--- src/rtl/shp_pkg.sv ---
package shp_pkg;
   localparam int TS_W = 13;
   typedef logic [TS_W-1:0] ts_t;
   typedef struct packed {
      logic fall;
      logic trunc;
   } edge_attr_t;
endpackage

--- src/rtl/shp_fifo.sv ---
module shp_fifo #(
   parameter int W     = 19,
   parameter int DEPTH = 16,
   localparam int AW   = $clog2(DEPTH)
) (
   input  logic         clk,
   input  logic         rst_n,
   input  logic         wr_en,
   input  logic [W-1:0] wr_data,
   input  logic         rd_en,
   output logic [W-1:0] rd_data,
   output logic         empty,
   output logic         full
);
   logic [W-1:0] mem [DEPTH];
   logic [AW:0]  wp, rp;

   assign empty   = (wp == rp);
   assign full    = (wp[AW] != rp[AW]) && (wp[AW-1:0] == rp[AW-1:0]);
   assign rd_data = mem[rp[AW-1:0]];

   always_ff @(posedge clk) begin
      if (wr_en && !full) mem[wp[AW-1:0]] <= wr_data;
   end

   always_ff @(posedge clk or negedge rst_n) begin
      if (!rst_n) begin
         wp <= '0;
         rp <= '0;
      end else begin
         if (wr_en && !full) wp <= wp + 1'b1;
         if (rd_en && !empty) rp <= rp + 1'b1;
      end
   end
endmodule

--- src/rtl/shp_edge_qual.sv ---
module shp_edge_qual
   import shp_pkg::*;
#(
   parameter int NCH  = 8,
   parameter int WIN  = 2,
   localparam int NSLOT = 2 * NCH,
   localparam int HLEN  = 2 * WIN
) (
   input  logic                   clk,
   input  logic                   rst_n,
   input  logic                   tick,
   input  logic                   spill_start,
   input  logic [NCH-1:0]         hi_cmp,
   input  logic [NCH-1:0]         lo_cmp,
   output logic [NSLOT-1:0]       slot_v,
   output edge_attr_t [NSLOT-1:0] slot_attr
);
   logic [NCH-1:0] hi_prev, lo_prev, seen_hi, seen_lo;
   logic [NCH-1:0] hi_rise, hi_fall, lo_rise, lo_fall, hi_ev, lo_ev, nb_any;

   assign hi_rise = hi_cmp & ~hi_prev;
   assign hi_fall = ~hi_cmp & hi_prev;
   assign lo_rise = lo_cmp & ~lo_prev;
   assign lo_fall = ~lo_cmp & lo_prev;
   assign hi_ev   = hi_rise | hi_fall;
   assign lo_ev   = lo_rise | lo_fall;

   // comparator history survives a spill start; rising-edge memory does not
   always_ff @(posedge clk or negedge rst_n) begin
      if (!rst_n) begin
         hi_prev <= '0;
         lo_prev <= '0;
         seen_hi <= '0;
         seen_lo <= '0;
      end else if (spill_start) begin
         seen_hi <= '0;
         seen_lo <= '0;
      end else if (tick) begin
         hi_prev <= hi_cmp;
         lo_prev <= lo_cmp;
         seen_hi <= seen_hi | hi_rise;
         seen_lo <= seen_lo | lo_rise;
      end
   end

   for (genvar c = 0; c < NCH; c++) begin : g_ch
      logic [HLEN-1:0] hist;   // bit k: high edge k+1 ticks ago
      logic [WIN-1:0]  dly_v;  // stage k: low edge k+1 ticks ago
      edge_attr_t      dly_a [WIN];
      logic            left_q, right_q;

      always_ff @(posedge clk or negedge rst_n) begin
         if (!rst_n) begin
            hist  <= '0;
            dly_v <= '0;
            for (int k = 0; k < WIN; k++) dly_a[k] <= '0;
         end else if (spill_start) begin
            hist  <= '0;
            dly_v <= '0;
            for (int k = 0; k < WIN; k++) dly_a[k] <= '0;
         end else if (tick) begin
            hist <= {hist[HLEN-2:0], hi_ev[c]};
            for (int k = WIN - 1; k > 0; k--) begin
               dly_v[k] <= dly_v[k-1];
               dly_a[k] <= dly_a[k-1];
            end
            dly_v[0] <= lo_ev[c];
            dly_a[0] <= '{fall: lo_fall[c], trunc: lo_fall[c] & ~seen_lo[c]};
         end
      end

      assign nb_any[c] = hi_ev[c] | (|hist);

      if (c > 0) begin : g_left
         assign left_q = nb_any[c-1];
      end else begin : g_no_left
         assign left_q = 1'b0;
      end
      if (c < NCH - 1) begin : g_right
         assign right_q = nb_any[c+1];
      end else begin : g_no_right
         assign right_q = 1'b0;
      end

      assign slot_v[2*c]      = hi_ev[c];
      assign slot_attr[2*c]   = '{fall: hi_fall[c], trunc: hi_fall[c] & ~seen_hi[c]};
      assign slot_v[2*c+1]    = dly_v[WIN-1] & (left_q | right_q);
      assign slot_attr[2*c+1] = dly_a[WIN-1];
   end
endmodule

--- src/rtl/shp_scan.sv ---
module shp_scan
   import shp_pkg::*;
#(
   parameter int NCH    = 8,
   parameter int WIN    = 2,
   parameter int DROP_W = 16,
   localparam int NSLOT  = 2 * NCH,
   localparam int SEL_W  = $clog2(NSLOT),
   localparam int CH_W   = $clog2(NCH),
   localparam int WORD_W = CH_W + 3 + TS_W
) (
   input  logic                   clk,
   input  logic                   rst_n,
   input  logic                   tick,
   input  logic                   spill_start,
   input  logic [NSLOT-1:0]       slot_v,
   input  edge_attr_t [NSLOT-1:0] slot_attr,
   input  logic                   fifo_full,
   output logic                   wr_en,
   output logic [WORD_W-1:0]      wr_data,
   output ts_t                    ts_now,
   output logic                   overflow,
   output logic [DROP_W-1:0]      drop_cnt
);
   logic [NSLOT-1:0]       pend_v;
   edge_attr_t [NSLOT-1:0] pend_a;
   ts_t                    cap_ts, stamp;
   logic [SEL_W-1:0]       sel;
   logic                   any;

   always_ff @(posedge clk or negedge rst_n) begin
      if (!rst_n)           ts_now <= '0;
      else if (spill_start) ts_now <= '0;
      else if (tick)        ts_now <= ts_now + 1'b1;
   end

   // lowest pending slot wins: ascending strip, high before low
   always_comb begin
      sel = '0;
      any = 1'b0;
      for (int i = NSLOT - 1; i >= 0; i--) begin
         if (pend_v[i]) begin
            sel = SEL_W'(i);
            any = 1'b1;
         end
      end
   end

   assign stamp   = sel[0] ? cap_ts - ts_t'(WIN) : cap_ts;
   assign wr_data = {pend_a[sel].trunc, sel[0], pend_a[sel].fall, sel[SEL_W-1:1], stamp};
   assign wr_en   = any & ~fifo_full;

   always_ff @(posedge clk or negedge rst_n) begin
      if (!rst_n) begin
         pend_v   <= '0;
         pend_a   <= '0;
         cap_ts   <= '0;
         overflow <= 1'b0;
         drop_cnt <= '0;
      end else if (spill_start) begin
         pend_v   <= '0;
         overflow <= 1'b0;
         drop_cnt <= '0;
      end else if (tick) begin
         pend_v <= slot_v;
         pend_a <= slot_attr;
         cap_ts <= ts_now;
      end else if (any) begin
         pend_v[sel] <= 1'b0;
         if (fifo_full) begin
            overflow <= 1'b1;
            if (drop_cnt != '1) drop_cnt <= drop_cnt + 1'b1;
         end
      end
   end
endmodule

--- src/rtl/strip_hit_sparsifier.sv ---
module strip_hit_sparsifier
   import shp_pkg::*;
#(
   parameter int NCH        = 8,
   parameter int WIN        = 2,
   parameter int FIFO_DEPTH = 16,
   parameter int DROP_W     = 16,
   localparam int CH_W   = $clog2(NCH),
   localparam int WORD_W = CH_W + 3 + TS_W,
   localparam int NSLOT  = 2 * NCH
) (
   input  logic              clk,
   input  logic              rst_n,
   input  logic              spill_start,
   input  logic              tick,
   input  logic [NCH-1:0]    hi_cmp,
   input  logic [NCH-1:0]    lo_cmp,
   input  logic              rd_ready,
   output logic              rd_valid,
   output logic [WORD_W-1:0] rd_data,
   output logic              overflow,
   output logic [DROP_W-1:0] drop_cnt
);
   if (NCH < 2) begin : g_bad_nch
      $error("strip_hit_sparsifier: NCH must be at least 2");
   end
   if (WIN < 1 || 2 * WIN >= (1 << TS_W)) begin : g_bad_win
      $error("strip_hit_sparsifier: WIN out of range");
   end
   if (FIFO_DEPTH < 2 || (FIFO_DEPTH & (FIFO_DEPTH - 1)) != 0) begin : g_bad_depth
      $error("strip_hit_sparsifier: FIFO_DEPTH must be a power of two >= 2");
   end
   if (DROP_W < 1) begin : g_bad_drop
      $error("strip_hit_sparsifier: DROP_W must be positive");
   end

   logic [NSLOT-1:0]       slot_v;
   edge_attr_t [NSLOT-1:0] slot_attr;
   logic                   wr_en, fifo_full, fifo_empty;
   logic [WORD_W-1:0]      wr_data;
   ts_t                    ts_now;

   shp_edge_qual #(.NCH(NCH), .WIN(WIN)) u_qual (
      .clk         (clk),
      .rst_n       (rst_n),
      .tick        (tick),
      .spill_start (spill_start),
      .hi_cmp      (hi_cmp),
      .lo_cmp      (lo_cmp),
      .slot_v      (slot_v),
      .slot_attr   (slot_attr)
   );

   shp_scan #(.NCH(NCH), .WIN(WIN), .DROP_W(DROP_W)) u_scan (
      .clk         (clk),
      .rst_n       (rst_n),
      .tick        (tick),
      .spill_start (spill_start),
      .slot_v      (slot_v),
      .slot_attr   (slot_attr),
      .fifo_full   (fifo_full),
      .wr_en       (wr_en),
      .wr_data     (wr_data),
      .ts_now      (ts_now),
      .overflow    (overflow),
      .drop_cnt    (drop_cnt)
   );

   shp_fifo #(.W(WORD_W), .DEPTH(FIFO_DEPTH)) u_fifo (
      .clk     (clk),
      .rst_n   (rst_n),
      .wr_en   (wr_en),
      .wr_data (wr_data),
      .rd_en   (rd_valid & rd_ready),
      .rd_data (rd_data),
      .empty   (fifo_empty),
      .full    (fifo_full)
   );

   assign rd_valid = ~fifo_empty;
endmodule

--- config.mk ---
export PLATFORM = sky130hd
export DESIGN_NAME = strip_hit_sparsifier
export DESIGN_NICKNAME = d
export VERILOG_FILES = /design/src/rtl/shp_pkg.sv /design/src/rtl/shp_fifo.sv /design/src/rtl/shp_edge_qual.sv /design/src/rtl/shp_scan.sv /design/src/rtl/strip_hit_sparsifier.sv
export SDC_FILE = /design/constraint.sdc
export NUM_CORES = 1
export LEC_CHECK = 0
export ABC_AREA = 1
export ABC_CLOCK_PERIOD_IN_PS = 3300
export BUFFER_PORTS_ARGS = -buffer_cell sky130_fd_sc_hd__clkbuf_2
export CAP_MARGIN = 40
export CELL_PAD_IN_SITES_DETAIL_PLACEMENT = 1
export CELL_PAD_IN_SITES_GLOBAL_PLACEMENT = 2
export CORE_ASPECT_RATIO = 0.75
export CORE_UTILIZATION = 41
export DETAILED_ROUTE_END_ITERATION = 12
export MAX_ROUTING_LAYER = met4
export PLACE_DENSITY_LB_ADDON = 0.1
export REMOVE_ABC_BUFFERS = 1
export SLEW_MARGIN = 0
export SYNTH_ARGS = -nofsm -noshare
export SYNTH_HDL_FRONTEND = slang
export SYNTH_HIERARCHICAL = 1
export SYNTH_SLANG_ARGS = --single-unit
export TNS_END_PERCENT = 5
--- constraint.sdc ---
create_clock -name clk -period 3.3 [get_ports clk]
set_clock_uncertainty 0.15 [all_clocks]
set_input_delay 0.495 -clock clk [delete_from_list [all_inputs] [get_ports clk]]
set_output_delay 0.495 -clock clk [all_outputs]
set_load 0.02 [all_outputs]
==> results.json, run 1 <==
{
  "status": "complete, but fails checks",
  "violations": "design-rule violations",
  "dp_slack_ns": 0.430,
  "ys_seq_elements": 517,
  "htreeDepth": 2,
  "vias_per_cell": 5.23,
  "clk_latency_ns": 0.60,
  "power_leakage_nw": 11.0,
  "tightest_slew_ns": 0.846,
  "ioPinCount": 58,
  "drive_gt1_share_pct": 11.1,
  "cts.path.max_buffers": 3,
  "vias": 16244,
  "p_switching_w": 0.00745,
  "dpl_cell_area_um2": 23900,
  "die_w_um": 275,
  "gp_congestion": 0.858,
  "cts.sinks": 517,
  "powerDensity_nw_per_um2": 790,
  "track_usage_pct": 24.3,
  "drc": 1,
  "final_max_slew_viol_count": 0,
  "syn_area_um2": 22800,
  "fmax_ghz": 0.313,
  "crit_path_max_incr_delay_ns": 0.62,
  "ys_seq_area_share_pct": 63.3,
  "synthTopCellsByArea": "edfxtp_1 40%, dfrtp_1 23%, nand2_1 8.8%, nor2_1 4.9%, o21ai_0 3.6%",
  "nets": 2400,
  "grt_pass1_wl_mm": 101,
  "ys_types": 48,
  "highest_layer": "met4",
  "diodes": 0,
  "tns_ns": 0,
  "finalCritPeriodShare_pct": 96.9,
  "detail-route-antenna-nets": 0,
  "overflow": 0,
  "multi_input_area_um2": 6850,
  "wl_met1_mm": 33.9,
  "ir_drop_v": 0.000766,
  "dpl.hpwl_mm": 37.6,
  "total_power_w": 0.0204,
  "clk_pin_slew_worst_paths_ns": 0.06,
  "yosys.area.top_type": "edfxtp_1",
  "seq_area_um2": 14500,
  "worstPathArrival_ns": 2.55,
  "core_um2": 54700,
  "yosysTopAreaCellShare_pct": 40.0,
  "swShare_pct": 36.6,
  "drt_iter0_drc": 1184,
  "hold_path.class": "input port to flop",
  "route.met2.wl_mm": 28.4,
  "io_buffers": 57,
  "cp_slowest_cell": "dfrtp_4",
  "hold_viol": 0,
  "firstDrtPassIters": 9,
  "finalSetupViolCount": 0,
  "ys_warn_count": 6,
  "grt_max_degree": 99,
  "syn_avg_cell_area_um2": 10.1,
  "intPower_w": 0.0129,
  "synth-main-ff-cell": "edfxtp_1",
  "grt_pass1_vias": 16786,
  "die_h_um": 206,
  "p_seq_share_pct": 40.2,
  "tritoncts": "built",
  "pwr-share-clk_pct": 28.8,
  "synth_edf_count": 304,
  "critical_path.startpoint_type": "flop",
  "cts_buffers": 54,
  "netlist_instances": 2273,
  "area_growth_syn_to_layout_pct": 12.9,
  "fin_ws_ns": 0.101,
  "root_buffer": "clkbuf_16",
  "rsz0062_at_grt": "true",
  "antenna_found_initial": 0,
  "wire_per_inst_um": 21.3,
  "synthArstFlopShare_pct": 41.2,
  "die_area_um2": 56700,
  "end_kind": "output pin",
  "min_period_ns": 3.20,
  "final_area_um2": 25800,
  "worstPathRequired_ns": 2.65,
  "cp_max_fo": 74,
  "fillers": 6052,
  "path_buf_inv": 3,
  "start_util_pct": 41.8,
  "path_class": "flop to output pin",
  "combPwrFrac_pct": 31.0,
  "drt_wl_total_mm": 66.1,
  "cap_violations": 0,
  "relSlewSlack_pct": 43.6,
  "dr_wl_met3_mm": 2.69,
  "crit_top_cell": "nand2_1",
  "rows": 74,
  "cpLargestDelayFamily": "flip-flops",
  "crit_chain": "buf_16 > nor2_1 > nor2_1 > o21ai_0 > nand2_1 > nand2_1 > nand2_1 > inv_1 > nand2_1 > clkbuf_2",
  "whs_ns": 0.0314
}
[power by group through the flow]
| stage | logic (W) | clock network [W] | registers, W |
|---|---|---|---|
| detailed placement | 0.00607 | 0 | 0.00829 |
| global placement | 0.00596 | 0 | 0.00825 |
| finish | 0.00632 | 0.00587 | 0.00819 |
| global route | 0.00700 | 0.00627 | 0.00825 |
| floorplan | 0.00346 | 0 | 0.00846 |
| CTS | 0.00631 | 0.00603 | 0.00818 |
[sequential cells by signal, summed over array words and instances (netlist names), 13 cells and up]
signal and cells:
u_scan/drop_cnt 16, u_scan/pend_v 16, u_qual/slot_attr 16, u_qual/g_ch.hist 32, u_qual/g_ch.dly_a 16, u_scan/cap_ts 13
u_scan/pend_a 32, u_fifo/mem 304, u_qual/g_ch.dly_v 16, u_scan/ts_now 13
[logic make-up after synthesis]
group	Yosys count	share of synthesized area, %
buf+inv	341	6.80
fa+ha+maj	40	2.19
simple gates	1047	19.4
xor+xnor	12	0.460
flops	517	63.3
compound gates	316	7.82
[Yosys cell counts (2+ instances only)]
cell / number
nor3_2: 3
xor2_1: 8
buf_12: 2
nor2_2: 16
nand3_2: 8
a32o_1: 7
ha_1: 40
nor3b_1: 2
buf_2: 39
nand4_1: 17
inv_2: 13
nor3_1: 8
nor2_4: 7
edfxtp_1: 304
nor2_1: 296
a21oi_1: 23
xnor2_1: 4
nand3_1: 140
clkbuf_1: 26
inv_1: 208
nand2_2: 5
a211oi_1: 5
o22ai_1: 46
nand2_4: 2
nand2_1: 535
nor4_1: 2
a22o_1: 16
dfrtp_1: 213
nand2_8: 3
buf_1: 12
buf_4: 30
o21ai_1: 47
buf_6: 9
o21ai_0: 163
[tightest hold or removal path, cell delays in order]
cell	delay (ns)
clkbuf_2	0.11
nand2_1	0.05
o21ai_0	0.08
[cell type report]
class                   instances  share of cell area [%]
flip-flops and latches        517                    56.1
well taps                     722                    3.50
clock buffers                  77                    5.98
repair buffers                129                    4.03
inverters                     222                    3.25
clock inverters                24                   0.544
multi-input cells            1415                    26.6
[routing by layer]
layer	global-route usage (%)	vias to the layer above
li1	-	7641
met1	36.1	8248
met2	35.4	271
met3	3.30	84
met4	5.16	0
met5	-	-
[worst paths after layout]
check | endpoint | depth (start not counted) | slack, ns | startpoint
setup / recovery | rd_data[14] | 10 | 0.10 | u_fifo/rp[0]
hold / removal | u_qual/lo_prev[3] | 3 | 0.03 | lo_cmp[3]
hold reg to reg | u_qual/g_ch[5].dly_a[2] | 1 | 0.32 | u_qual/seen_lo[5]
min in group asynchronous | u_scan/drop_cnt[13] | 2 | 0.31 | rst_n
max in group asynchronous | u_qual/lo_prev[2] | 3 | 1.77 | rst_n
setup reg to reg | u_fifo/mem[3][18] | 12 | 0.22 | u_fifo/rp[0]
[layout by cell type (no fill, tap or decap), drive strengths merged, types with 16 or more instances in the layout]
cell | Yosys | layout
a21oi | 25 | 25
a22o | 16 | 16
buf | 93 | 59
clkbuf | 26 | 135
clkinv | 1 | 23
dfrtp | 213 | 213
edfxtp | 304 | 304
ha | 40 | 40
inv | 221 | 222
nand2 | 545 | 545
nand3 | 149 | 149
nand4 | 17 | 17
nor2 | 319 | 319
o21ai | 210 | 210
o22ai | 46 | 46
[timing repair]
item / 4_1_cts / 5_1_grt
hold buffers: 12 / 0
resized for setup: 4 / 3
hold endpoints to repair: 81 / 0
setup buffers: 0 / 0
endpoints found under the setup margin: 14 / 18
gates cloned: 2 / 2
[metrics by stage]
stage / cells / util [%]
2_1_floorplan: 2154 / -
4_1_cts: 3104 / 47.0
3_5_place_dp: 2989 / 43.6
6_report: 3106 / 47.1
5_1_grt: 3106 / 47.1
3_3_place_gp: 2989 / 43.6
No activity file was read; power rests on OpenSTA's default activity.
==> run 2, diff against run 1 <==
--- a/config.mk
+++ b/config.mk
@@ -12,7 +12,7 @@
 export CELL_PAD_IN_SITES_DETAIL_PLACEMENT = 1
 export CELL_PAD_IN_SITES_GLOBAL_PLACEMENT = 2
 export CORE_ASPECT_RATIO = 0.75
-export CORE_UTILIZATION = 41
+export CORE_UTILIZATION = 25
 export DETAILED_ROUTE_END_ITERATION = 12
 export MAX_ROUTING_LAYER = met4
 export PLACE_DENSITY_LB_ADDON = 0.1
==> run 2 against run 1 <==
Net effect:
- the flow now finishes without violations
- total power is 4.4% higher
- largest cell class unchanged
- critical endpoint is now rd_data[17]
- worst hold slack better by 0.012 ns
- largest power group unchanged
- die area up 63%
==> results.json, run 2 (synthesis results as in run 1) <==
{
  "status": "finished clean",
  "drt_wl_total_mm": 75.1,
  "final_common_cell": "nand2_1",
  "wire_per_inst_um": 20.7,
  "grt_pass1_wl_mm": 113,
  "clk_pin_slew_worst_paths_ns": 0.06,
  "io_buffers": 57,
  "finalSetupViolCount": 0,
  "pwr-share-clk_pct": 29.9,
  "dp_slack_ns": 0.321,
  "cts.sinks": 517,
  "worstPathArrival_ns": 2.53,
  "powerDensity_nw_per_um2": 793,
  "critical_path.startpoint_type": "flop",
  "rsz0062_at_grt": "true",
  "nets": 2427,
  "min_period_ns": 3.17,
  "start_util_pct": 25.4,
  "tritoncts": "built",
  "mostFrequentLayoutCells": "534 x nand2_1, 304 x edfxtp_1, 290 x nor2_1",
  "p_seq_share_pct": 38.4,
  "crit_path_max_incr_delay_ns": 0.56,
  "die_area_um2": 92600,
  "cts.path.max_buffers": 3,
  "drive_gt1_share_pct": 11.8,
  "dpl.hpwl_mm": 43.4,
  "path_class": "flop to output pin",
  "grt_pass1_vias": 17153,
  "intPower_w": 0.0133,
  "fin_ws_ns": 0.127,
  "relSlewSlack_pct": 42.0,
  "detail-route-antenna-nets": 0,
  "vias_per_cell": 4.51,
  "multi_input_area_um2": 6860,
  "end_kind": "output pin",
  "p_switching_w": 0.00792,
  "vias": 16367,
  "power_leakage_nw": 11.2,
  "overflow": 0,
  "path_buf_inv": 2,
  "stdcell_count": 3631,
  "hold_viol": 0,
  "fmax_ghz": 0.315,
  "die_h_um": 264,
  "crit_top_cell": "nand2_1",
  "die_w_um": 351,
  "cpLargestDelayFamily": "simple AND/OR/NAND/NOR gates",
  "drt_iter0_drc": 983,
  "core_um2": 90100,
  "area_growth_syn_to_layout_pct": 17.4,
  "firstDrtPassIters": 5,
  "rows": 95,
  "track_usage_pct": 16.8,
  "htreeDepth": 2,
  "whs_ns": 0.0437,
  "cp_max_fo": 78,
  "cap_violations": 0,
  "hold_path.class": "input port to flop",
  "worstPathRequired_ns": 2.65,
  "finalCritPeriodShare_pct": 96.1,
  "drc": 0,
  "crit_chain": "buf_16 > nand2_1 > nand2_1 > nand2_1 > nand3_1 > nand3_1 > nand2_1 > clkbuf_2",
  "fillers": 10212,
  "r2r_slack_ns": 0.18,
  "tightest_slew_ns": 0.869,
  "dp_cells": 3494,
  "clk_latency_ns": 0.64,
  "seq_area_um2": 14500,
  "cp_slowest_cell": "dfrtp_4",
  "cts_buffers": 60,
  "ioPinCount": 58,
  "gp_congestion": 0.767,
  "root_buffer": "clkbuf_16",
  "grt_max_degree": 99,
  "final_max_slew_viol_count": 0,
  "swShare_pct": 37.3,
  "finalCoreUtilization_pct": 29.8,
  "antenna_found_initial": 1,
  "combPwrFrac_pct": 31.7,
  "ir_drop_v": 0.000459,
  "largest_reg_flops": 304
}
-- run 2: cell types whose count changed in the layout (fill, tap and decap cells not counted), sizes merged --
cell and delta:
bufinv +1, dlygate4sd3 +5, clkbuf +9, buf +18, inv +2, diode +2, clkinv -2
-- run 2: power groups by stage --
stage | Combinational [W] | Clock [W] | Sequential (W)
2_1_floorplan | 0.00346 | 0 | 0.00846
3_3_place_gp | 0.00645 | 0 | 0.00824
3_5_place_dp | 0.00655 | 0 | 0.00826
4_1_cts | 0.00677 | 0.00662 | 0.00815
5_1_grt | 0.00755 | 0.00687 | 0.00823
6_report | 0.00675 | 0.00636 | 0.00816
-- run 2: per-stage QoR --
stage          power (W)  setup TNS [ns]  area [um^2]
4_1_cts           0.0215               0        26700
5_1_grt           0.0226         -0.0119        26800
6_report          0.0213               0        26800
3_3_place_gp      0.0147               0        24600
3_5_place_dp      0.0148               0        24600
2_1_floorplan     0.0119         -943.07        22100
-- run 2: repair_timing --
item	4_1_cts	5_1_grt
gates resized for setup	5	14
endpoints found under the hold margin	87	0
gates cloned	2	3
setup buffers	0	0
setup endpoints to repair	18	19
hold buffers	17	0
-- run 2: layout make-up --
type / count / area share, %
antenna: 2 / 0.0187
clock buffer: 88 / 6.06
clock inverter: 25 / 0.746
tap: 1212 / 5.65
multi-input combinational: 1415 / 25.6
sequential: 517 / 53.9
timing repair buffer: 150 / 4.89
inverter: 222 / 3.12
-- run 2: layer usage --
layer,vias to the layer above,wire (um),GRT usage [%]
li1,7728,-,-
met1,8368,40200,25.4
met2,187,31400,23.9
met3,84,2190,2.15
met4,0,1280,3.48
met5,-,0,-
-- run 2: worst paths after layout --
path	startpoint	endpoint	cells after the start
max	u_fifo/rp[0]	rd_data[17]	8
min	tick	u_scan/pend_v[0]	3
max reg2reg	u_fifo/rp[0]	u_fifo/mem[5][8]	10
min reg2reg	u_qual/seen_lo[5]	u_qual/g_ch[5].dly_a[2]	1
max in group asynchronous	rst_n	u_qual/g_ch[3].dly_v[1]	3
min in group asynchronous	rst_n	u_qual/lo_prev[7]	2
-- run 2: worst reg2reg max path: stages (launching register included) --
cell and delay [ns]:
dfrtp_4 0.58, inv_6 0.20, nand2_1 0.09, nand2_1 0.08, nor2_2 0.07, nand3_4 0.14
inv_1 0.09, a21oi_1 0.32, nand2_4 0.15, nor2_2 0.68, buf_4 0.30
==> run 3, diff against run 2 <==
--- a/config.mk
+++ b/config.mk
@@ -5,19 +5,18 @@
 export SDC_FILE = /design/constraint.sdc
 export NUM_CORES = 1
 export LEC_CHECK = 0
-export ABC_AREA = 1
 export ABC_CLOCK_PERIOD_IN_PS = 3300
 export BUFFER_PORTS_ARGS = -buffer_cell sky130_fd_sc_hd__clkbuf_2
 export CAP_MARGIN = 40
 export CELL_PAD_IN_SITES_DETAIL_PLACEMENT = 1
 export CELL_PAD_IN_SITES_GLOBAL_PLACEMENT = 2
 export CORE_ASPECT_RATIO = 0.75
-export CORE_UTILIZATION = 25
+export CORE_UTILIZATION = 46
 export DETAILED_ROUTE_END_ITERATION = 12
 export MAX_ROUTING_LAYER = met4
 export PLACE_DENSITY_LB_ADDON = 0.1
 export REMOVE_ABC_BUFFERS = 1
-export SLEW_MARGIN = 0
+export SLEW_MARGIN = 20
 export SYNTH_ARGS = -nofsm -noshare
 export SYNTH_HDL_FRONTEND = slang
 export SYNTH_HIERARCHICAL = 1
==> run 3 against run 2 <==
Net effect:
- worst hold slack worse by 0.0050 ns
- total power fell by 8.6%
- via count is 23% lower
- fmax is 1.3% lower
- register-to-register slack worse by 0.095 ns
- critical endpoint is now u_fifo/mem[11][18]
- cell count down 38%
- non-clock buffer count is 5 lower
- flip-flop and latch count stayed put
- synthesized cell count shrank 35%
- clock-buffer cell count decreased by 22
- critical path type is now flop to flop
==> results.json, run 3 <==
{
  "status": "finished clean",
  "drt_wl_total_mm": 53.5,
  "vias": 12537,
  "dpl_cell_area_um2": 23400,
  "syn_avg_cell_area_um2": 15.0,
  "hold_viol": 0,
  "track_usage_pct": 23.0,
  "synthArstFlopShare_pct": 41.2,
  "gp_congestion": 0.900,
  "path_class": "flop to flop",
  "netlist_instances": 1474,
  "yosys.area.top_type": "edfxtp_1",
  "die_h_um": 192,
  "overflow": 0,
  "detail-route-antenna-nets": 0,
  "antenna_found_initial": 0,
  "mostFrequentLayoutCells": "304 x edfxtp_1, 210 x dfrtp_1, 155 x nor2_1",
  "grt_pass1_wl_mm": 82.7,
  "wire_per_inst_um": 23.7,
  "syn_area_um2": 22100,
  "cts.sinks": 517,
  "cp_max_fo": 24,
  "start_util_pct": 46.7,
  "stdcell_count": 2260,
  "synthTopCellsByArea": "edfxtp_1 41%, dfrtp_1 24%, mux4_2 5.6%, mux2i_1 3.6%, nor2_1 2.7%",
  "rows": 69,
  "final_area_um2": 25200,
  "firstDrtPassIters": 5,
  "end_kind": "flop",
  "post-synth-top-count-cell": "edfxtp_1",
  "min_period_ns": 3.22,
  "ys_warn_count": 6,
  "worstPathRequired_ns": 3.48,
  "final_max_slew_viol_count": 0,
  "finalSetupViolCount": 0,
  "tightest_slew_ns": 0.848,
  "die_w_um": 255,
  "drc": 0,
  "core_um2": 47400,
  "power_leakage_nw": 10.1,
  "drt_iter0_drc": 888,
  "nets": 1641,
  "clk_latency_ns": 0.60,
  "cap_violations": 0,
  "fin_ws_ns": 0.0847,
  "ys_types": 72,
  "synth_edf_count": 304,
  "io_buffers": 57,
  "final_common_cell": "edfxtp_1",
  "dp_cells": 2158,
  "grt_pass1_vias": 13290,
  "largest_reg_flops": 304,
  "dp_slack_ns": -0.0889,
  "critical_path.startpoint_type": "flop",
  "worstPathArrival_ns": 3.39,
  "tritoncts": "built",
  "hold_path.class": "input port to flop",
  "die_area_um2": 49000,
  "area_growth_syn_to_layout_pct": 14.0,
  "htreeDepth": 2,
  "rsz0062_at_grt": "true",
  "yosysTopAreaCellShare_pct": 41.2,
  "diodes": 0,
  "ys_seq_elements": 517,
  "root_buffer": "clkbuf_16",
  "grt_max_degree": 75,
  "clk_pin_slew_worst_paths_ns": 0.07,
  "vias_per_cell": 5.55,
  "relSlewSlack_pct": 43.4,
  "cts.path.max_buffers": 3,
  "finalCritPeriodShare_pct": 97.4,
  "powerDensity_nw_per_um2": 770,
  "fmax_ghz": 0.311,
  "dpl.hpwl_mm": 33.4,
  "ys_seq_area_share_pct": 65.3,
  "ir_drop_v": 0.000410,
  "synth-main-ff-cell": "edfxtp_1",
  "drive_gt1_share_pct": 22.6,
  "cts_buffers": 51,
  "synth_common_cells": "304 x edfxtp_1, 213 x dfrtp_1, 159 x nor2_1",
  "ioPinCount": 58
}
run 3: cell types whose count changed after synthesis, sizes merged, moves of 76 or more:
cell,delta
nand2,-493
o21ai,-195
inv,-163
nor2,-159
nand3,-128
mux2i,+79
mux4,+76
run 3: logic make-up after synthesis:
group                    share of synthesized area (%)
adder cells (fa/ha/maj)                           2.26
buffers and inverters                             3.64
multiplexers                                      14.1
AO/OA/AOI/OAI                                     5.06
AND/OR/NAND/NOR                                   7.74
flip-flops                                        65.3
XOR/XNOR                                          1.93
run 3: final timing paths:
path                                            to               from  slack [ns]  cells after the start
setup / recovery                u_fifo/mem[11][18]   u_scan/pend_v[9]        0.08                      9
hold / removal                   u_qual/lo_prev[6]          lo_cmp[6]        0.04                      3
setup reg to reg                u_fifo/mem[11][18]   u_scan/pend_v[9]        0.08                      9
hold reg to reg                  u_qual/seen_lo[5]  u_qual/seen_lo[5]        0.34                      2
max in group asynchronous             u_fifo/rp[1]              rst_n        1.81                      3
min in group asynchronous  u_qual/g_ch[2].dly_v[0]              rst_n        0.32                      2
run 3: layout make-up:
cell class / instances / area (um^2)
fill: 4509 / 22100
sequential: 517 / 14500
multi-input combinational: 807 / 7020
clock buffer: 66 / 1380
timing repair buffer: 145 / 1090
tap: 639 / 800
clock inverter: 28 / 280
inverter: 58 / 218
run 3: where the power goes:
| group | switching [W] | internal (W) |
|---|---|---|
| clock | 0.00251 | 0.00329 |
| sequential | 0.000375 | 0.00788 |
| combinational | 0.00323 | 0.00217 |
run 3: worst max-delay path, cell delays in order (launching register included):
cell      delay [ns]
dfrtp_1         0.48
or3_1           0.38
o221a_2         0.30
o31ai_4         0.35
buf_6           0.24
inv_2           0.22
mux2i_1         0.18
a311oi_1        0.29
nand4_1         0.14
buf_4           0.21
run 3: metrics by stage:
step	setup TNS, ns	util [%]	hold slack (ns)	total power, W
after CTS	-0.00296	53.1	0.000747	0.0197
after floorplan	-794.52	-	0.0494	0.0116
after global placement	0	49.3	0.322	0.0135
final	0	53.3	0.0387	0.0194
after detailed placement	-1.60	49.4	0.325	0.0137
after global routing	-1.15	53.3	0.0336	0.0203
run 3: repair_timing:
action | in CTS | in global routing
pin swaps | 0 | 2
setup buffers | 0 | 2
hold buffers | 5 | 0
endpoints found under the setup margin | 51 | 36
endpoints found under the hold margin | 73 | 0
gates resized for setup | 4 | 8
gates cloned | 1 | 0
run 3: per-layer routing:
layer	global-route usage, %	up-vias	routed length, um
li1	-	5676	-
met1	33.9	6557	26600
met2	33.2	229	23400
met3	3.79	75	2430
met4	5.79	0	1040
met5	-	-	0
